[config.mk]
export PLATFORM = sky130hd
export DESIGN_NAME = pgx_xlat
export DESIGN_NICKNAME = d
export VERILOG_FILES = /design/src/rtl/pgx_pkg.sv /design/src/rtl/pgx_range.sv /design/src/rtl/pgx_tlb.sv /design/src/rtl/pgx_xlat.sv
export SDC_FILE = /design/constraint.sdc
export NUM_CORES = 1
export LEC_CHECK = 0
export ABC_AREA = 0
export BUFFER_PORTS_ARGS = -buffer_cell sky130_fd_sc_hd__buf_2
export CORE_MARGIN = 2
export CORE_UTILIZATION = 62
export CTS_BUF_LIST = sky130_fd_sc_hd__clkbuf_16
export CTS_CLUSTER_SIZE = 12
export DETAILED_ROUTE_END_ITERATION = 7
export GPL_TIMING_DRIVEN = 0
export HOLD_SLACK_MARGIN = 0.1
export PLACE_DENSITY = 0.86
export REMOVE_ABC_BUFFERS = 1
export SKIP_LAST_GASP = 1
export SLEW_MARGIN = 0
export SYNTH_ARGS = -nofsm -noshare
export SYNTH_HDL_FRONTEND = slang
export SYNTH_HIERARCHICAL = 1
export SYNTH_SLANG_ARGS = --single-unit
[constraint.sdc]
create_clock -name clk -period 5.85 [get_ports clk]
set_input_delay 1.17 -clock clk [delete_from_list [all_inputs] [get_ports clk]]
set_output_delay 1.17 -clock clk [all_outputs]
set_load 0.01 [all_outputs]
[src/rtl/pgx_pkg.sv]
package pgx_pkg;
  localparam int PTE_W         = 32;
  localparam int PTE_VALID_BIT = 31;
  localparam int PTE_BYTES     = 4;

  typedef enum logic [0:0] {
    ST_IDLE = 1'b0,
    ST_WAIT = 1'b1
  } walk_st_t;
endpackage

[src/rtl/pgx_range.sv]
module pgx_range #(
  parameter int VPN_W = 20,
  parameter int PA_W  = 32
) (
  input  logic [VPN_W-1:0] vpn,
  input  logic [PA_W-1:0]  ptbase,
  input  logic [VPN_W:0]   ptlen,
  output logic             in_range,
  output logic [PA_W-1:0]  pte_addr
);
  localparam int SCALE_W = VPN_W + 2;

  logic [SCALE_W-1:0] scaled;

  always_comb begin
    in_range = ({1'b0, vpn} < ptlen);
    scaled   = {vpn, 2'b00};
    pte_addr = ptbase + PA_W'(scaled);
  end
endmodule

[src/rtl/pgx_tlb.sv]
module pgx_tlb #(
  parameter int ENTRIES = 4,
  parameter int VPN_W   = 20,
  parameter int FRAME_W = 20
) (
  input  logic               clk,
  input  logic               rst,
  input  logic               flush,
  input  logic [VPN_W-1:0]   lk_vpn,
  output logic               lk_hit,
  output logic [FRAME_W-1:0] lk_frame,
  input  logic               fill_en,
  input  logic [VPN_W-1:0]   fill_vpn,
  input  logic [FRAME_W-1:0] fill_frame
);
  localparam int IDX_W = (ENTRIES > 1) ? $clog2(ENTRIES) : 1;
  localparam logic [IDX_W-1:0] LAST = IDX_W'(ENTRIES - 1);

  logic [VPN_W-1:0]   tag_q   [ENTRIES];
  logic [FRAME_W-1:0] frame_q [ENTRIES];
  logic [ENTRIES-1:0] valid_q;
  logic [ENTRIES-1:0] match;
  logic [IDX_W-1:0]   victim_q;

  genvar g;
  generate
    for (g = 0; g < ENTRIES; g++) begin : g_cmp
      assign match[g] = valid_q[g] && (tag_q[g] == lk_vpn);
    end
  endgenerate

  always_comb begin
    lk_hit   = |match;
    lk_frame = '0;
    for (int i = 0; i < ENTRIES; i++) begin
      if (match[i]) lk_frame = lk_frame | frame_q[i];
    end
  end

  always_ff @(posedge clk) begin
    if (rst) begin
      valid_q  <= '0;
      victim_q <= '0;
    end else if (flush) begin
      valid_q  <= '0;
    end else if (fill_en) begin
      valid_q[victim_q] <= 1'b1;
      victim_q <= (victim_q == LAST) ? '0 : victim_q + 1'b1;
    end
  end

  always_ff @(posedge clk) begin
    if (fill_en && !flush) begin
      tag_q[victim_q]   <= fill_vpn;
      frame_q[victim_q] <= fill_frame;
    end
  end
endmodule

[src/rtl/pgx_xlat.sv]
module pgx_xlat
  import pgx_pkg::*;
#(
  parameter int VA_W       = 32,
  parameter int PA_W       = 32,
  parameter int PAGE_BYTES = 4096,
  parameter int ENTRIES    = 4,
  localparam int OFF_W     = $clog2(PAGE_BYTES),
  localparam int VPN_W     = VA_W - OFF_W,
  localparam int FRAME_W   = PA_W - OFF_W
) (
  input  logic              clk,
  input  logic              rst,
  input  logic              flush,
  input  logic              req_valid,
  input  logic [VA_W-1:0]   req_vaddr,
  input  logic [PA_W-1:0]   ptbase,
  input  logic [VPN_W:0]    ptlen,
  output logic              ready,
  output logic              done,
  output logic              fault,
  output logic [PA_W-1:0]   paddr,
  output logic              mem_req,
  output logic [PA_W-1:0]   mem_addr,
  input  logic              mem_rvalid,
  input  logic [PTE_W-1:0]  mem_rdata
);
  walk_st_t           st_q;
  logic [VPN_W-1:0]   vpn_in;
  logic [OFF_W-1:0]   off_in;
  logic [VPN_W-1:0]   vpn_q;
  logic [OFF_W-1:0]   off_q;
  logic               in_range;
  logic [PA_W-1:0]    pte_addr;
  logic               tlb_hit;
  logic [FRAME_W-1:0] tlb_frame;
  logic               hit_eff;
  logic               pte_ok;
  logic               fill_en;

  assign vpn_in  = req_vaddr[VA_W-1:OFF_W];
  assign off_in  = req_vaddr[OFF_W-1:0];
  assign ready   = (st_q == ST_IDLE);
  assign hit_eff = tlb_hit && !flush;
  assign pte_ok  = mem_rdata[PTE_VALID_BIT];
  assign fill_en = (st_q == ST_WAIT) && mem_rvalid && pte_ok;

  pgx_range #(.VPN_W(VPN_W), .PA_W(PA_W)) u_range (
    .vpn      (vpn_in),
    .ptbase   (ptbase),
    .ptlen    (ptlen),
    .in_range (in_range),
    .pte_addr (pte_addr)
  );

  pgx_tlb #(.ENTRIES(ENTRIES), .VPN_W(VPN_W), .FRAME_W(FRAME_W)) u_tlb (
    .clk        (clk),
    .rst        (rst),
    .flush      (flush),
    .lk_vpn     (vpn_in),
    .lk_hit     (tlb_hit),
    .lk_frame   (tlb_frame),
    .fill_en    (fill_en),
    .fill_vpn   (vpn_q),
    .fill_frame (mem_rdata[FRAME_W-1:0])
  );

  always_ff @(posedge clk) begin
    if (rst) begin
      st_q     <= ST_IDLE;
      done     <= 1'b0;
      fault    <= 1'b0;
      mem_req  <= 1'b0;
      paddr    <= '0;
      mem_addr <= '0;
      vpn_q    <= '0;
      off_q    <= '0;
    end else begin
      done    <= 1'b0;
      fault   <= 1'b0;
      mem_req <= 1'b0;
      case (st_q)
        ST_IDLE: begin
          if (req_valid) begin
            vpn_q <= vpn_in;
            off_q <= off_in;
            if (!in_range) begin
              fault <= 1'b1;
            end else if (hit_eff) begin
              done  <= 1'b1;
              paddr <= {tlb_frame, off_in};
            end else begin
              mem_req  <= 1'b1;
              mem_addr <= pte_addr;
              st_q     <= ST_WAIT;
            end
          end
        end
        default: begin
          if (mem_rvalid) begin
            st_q <= ST_IDLE;
            if (pte_ok) begin
              done  <= 1'b1;
              paddr <= {mem_rdata[FRAME_W-1:0], off_q};
            end else begin
              fault <= 1'b1;
            end
          end
        end
      endcase
    end
  end
endmodule

==> impl_metrics.py <==
metrics = {
    "die": {
        "die_area_um2": 22000,
        "die_h_um": 148,
        "fp.dieW_um": 148,
        "start_util": 0.635,
        "rows": 52,
        "core-area_um2": 20400,
        "io_pins": 190,
    },
    "layout": {
        "fill_cells": 1309,
        "area_growth_pct": 15.5,
        "regArea_um2": 6930,
        "fin_nets": 1485,
        "multi_input_area_um2": 5500,
        "layout-drive-gt1-share": 0.225,
    },
    "timing": {
        "min_period_over_period": 0.876,
        "slew_violations": 0,
        "finalHoldViolCount": 0,
        "rsz0062_at_grt": "false",
        "worstMarginPinSlew_ns": 1.29,
        "setup_viol": 0,
        "finalCriticalPeriod_ns": 5.13,
        "maxSlewHeadroom": 0.137,
        "fin_skew_ns": 0.0222,
        "fin_ws_ns": 0.724,
        "finalSetupTns_ns": 0,
        "max_freq_mhz": 195,
    },
    "synth": {
        "syn_area_um2": 12900,
        "synthXorXnorAreaFrac": 0.0696,
        "synth_fa_ha_area_frac": 0.0432,
        "yosysSeqAreaShare": 0.536,
        "synth_most_common_cell": "edfxtp_1",
        "synth_simple_gate_area_frac": 0.140,
        "synth_top_area_cell": "edfxtp_1",
        "synth_compound_area_frac": 0.141,
        "synthArstFlopShare": 0,
        "synth_mux_area_frac": 0.0248,
        "yosys_warnings": 6,
        "synth_edf_count": 160,
        "synth_common_cells": "160 x edfxtp_1, 106 x dfxtp_1, 102 x a21oi_1",
        "synth_seq_cells": 266,
        "synth_cell_types": 63,
        "synth-main-ff-cell": "edfxtp_1",
        "synthTopCellsByArea": "edfxtp_1 37%, dfxtp_1 16%, xnor2_1 5.1%",
        "synth_top_area_frac": 0.372,
        "netlist_instances": 1176,
        "syn_area_per_cell_um2": 11.0,
        "synth_top_family_by_area": "compound AO/OA/AOI/OAI gates",
    },
    "clock_tree": {
        "cts_sinks": 266,
        "clockBufferDepth": 3,
        "htreeDepth": 1,
        "post_cts_buffers": 0,
        "clk_latency_ns": 0.56,
        "path_clk_slew_ns": 0.06,
        "tritoncts": "built",
        "clock-root-buffer": "clkbuf_16",
        "hold_buffers": 0,
        "cts.repair.resized": 0,
        "cts_made_buffers": 28,
    },
    "place": {
        "io_buffers": 178,
        "place_congestion": 0.932,
        "dp_slack_ns": 0.0138,
        "dp_hpwl_um": 23100,
    },
    "power_and_ir_drop": {
        "power_density_nw_per_um2": 280,
        "p_leak_nw": 5.63,
        "worst_ir_drop_vdd_mv": 0.215,
    },
    "worst_hold_path": {
        "hold_path_class": "reg -> reg",
        "holdPathStages": 2,
        "hold_start": "off_q[1]",
        "worstHoldEndpoint": "off_q[1]",
    },
    "critical_path": {
        "worst-r2r-setup-slack_ns": 1.18,
        "worst_ep_required_time_ns": 6.23,
        "crit_path_start_kind": "input pin",
        "worst_r2r_endpoint": "paddr[25]",
        "path_cells": "buf_2, xor2_1, nor4_1, and3_1, nand3_1, nand3_1, nor2b_4, buf_12, a21o_2, a211oi_1",
        "max_stage_delay_ns": 0.94,
        "critical-path-top-delay-family": "simple AND/OR/NAND/NOR gates",
        "crit_buf_inv": 2,
        "r2r_cells": 9,
        "cp_max_fo": 40,
        "cp_common_cell": "nand3_1",
        "r2r_start": "u_tlb/tag_q[2][12]",
        "critPathSlowestCell": "and3_1",
        "crit_type": "in -> reg",
        "critPathCaptureType": "flip-flop",
        "crit_arrival_ns": 5.51,
    },
    "flow_run": {
        "drv_cap": 0,
    },
    "global_routing": {
        "grt_pass1_vias": 10065,
        "antenna_found_initial": 0,
        "grt_pass1_wl_um": 54600,
        "grt_max_degree": 62,
        "grt_usage": 0.316,
        "grt_overflow": 0,
    },
    "status": {
        "outcome": "finished clean",
    },
    "routing": {
        "vias": 10483,
        "ant_nets": 0,
        "wl_um": 35300,
        "drtIter0Drc": 1163,
        "dr.pass1.iters": 5,
        "drcViolationCount": 0,
        "vias_per_cell": 6.51,
        "wl_per_cell_um": 21.9,
    },
}
[cells in the final DEF, fill, tap and decap left out, types with 3 or more instances in the layout]
master / count
ha_1: 43
a211oi_1: 31
xnor2_1: 75
nor3_1: 9
nand2b_1: 8
nor2_1: 27
buf_12: 7
buf_4: 9
nand3_1: 86
or3_1: 3
a21o_1: 15
a222oi_1: 3
nand4b_1: 3
nor2_4: 4
and3_1: 5
and2_1: 6
clkbuf_16: 28
buf_2: 180
nor2b_1: 4
a31oi_1: 6
nand2_1: 87
a21oi_1: 102
nand4_1: 79
mux2i_1: 32
a211oi_2: 37
edfxtp_1: 160
clkinv_1: 3
o21ai_0: 45
inv_1: 49
nor4_2: 5
xor2_1: 24
dfxtp_1: 105
[worst max-delay path by stage]
stage	startpoint	to	slack, ns	depth (start not counted)
5_1_grt	req_vaddr[24]	paddr[25]	0.60	10
3_5_place_dp	req_vaddr[24]	paddr[25]	0.01	10
6_report	req_vaddr[24]	paddr[25]	0.72	10
4_1_cts	req_vaddr[24]	paddr[25]	0.49	10
2_1_floorplan	req_vaddr[24]	paddr[0]	-1.14	8
3_3_place_gp	req_vaddr[21]	paddr[27]	-4.89	9
[kinds of logic after synthesis]
group,Yosys count
simple gates,346
compound gates,263
buf+inv,124
flops,266
fa+ha+maj,44
mux,32
xor+xnor,101
[per-layer routing]
metal / GRT usage / routed length, µm
met4: 0.122 / 1490
met5: 0 / 0
met3: 0.0604 / 3630
met1: 0.424 / 13600
met2: 0.511 / 16600
[cell type report]
type | count | area share
Inverter | 36 | 0.00905
Multi-Input combinational cell | 786 | 0.368
Antenna cell | 1 | 0.000168
Clock buffer | 28 | 0.0469
Clock inverter | 23 | 0.00821
Timing Repair Buffer | 201 | 0.0805
Tap cell | 270 | 0.0226
Sequential cell | 266 | 0.464
[through the flow]
stage | instances | power, mW | hold slack (ns) | area, µm² | utilization
after CTS | 1610 | 4.18 | 0.455 | 14900 | 0.733
final | 1611 | 4.18 | 0.454 | 14900 | 0.733
after global placement | 1536 | 2.60 | 0.441 | 13700 | 0.673
after global routing | 1610 | 4.31 | 0.479 | 14900 | 0.733
after detailed placement | 1559 | 2.62 | 0.446 | 14100 | 0.692
after floorplan | 1088 | 2.40 | 0.430 | 12500 | -
[tightest hold or removal path: cells and delay by family, from the launching register on]
family	cells	cell delay (ns)
flip-flops	1	0.31
AND/OR/NAND/NOR	1	0.05
AO/OA/AOI/OAI	1	0.05
[registers in the layout (all words and copies together) (netlist names)]
name,flops
u_tlb/frame_q,80
u_tlb/tag_q,80
mem_addr,32
paddr,32
vpn_q,20
off_q,12
u_tlb/valid_q,4
u_tlb/victim_q,2
done,1
fault,1
mem_req,1
st_q,1
[report_power, final]
group / switching [mW] / internal (mW)
clock: 0.720 / 0.867
sequential: 0.0362 / 2.03
combinational: 0.321 / 0.207
(Power assumes the default switching activity.)
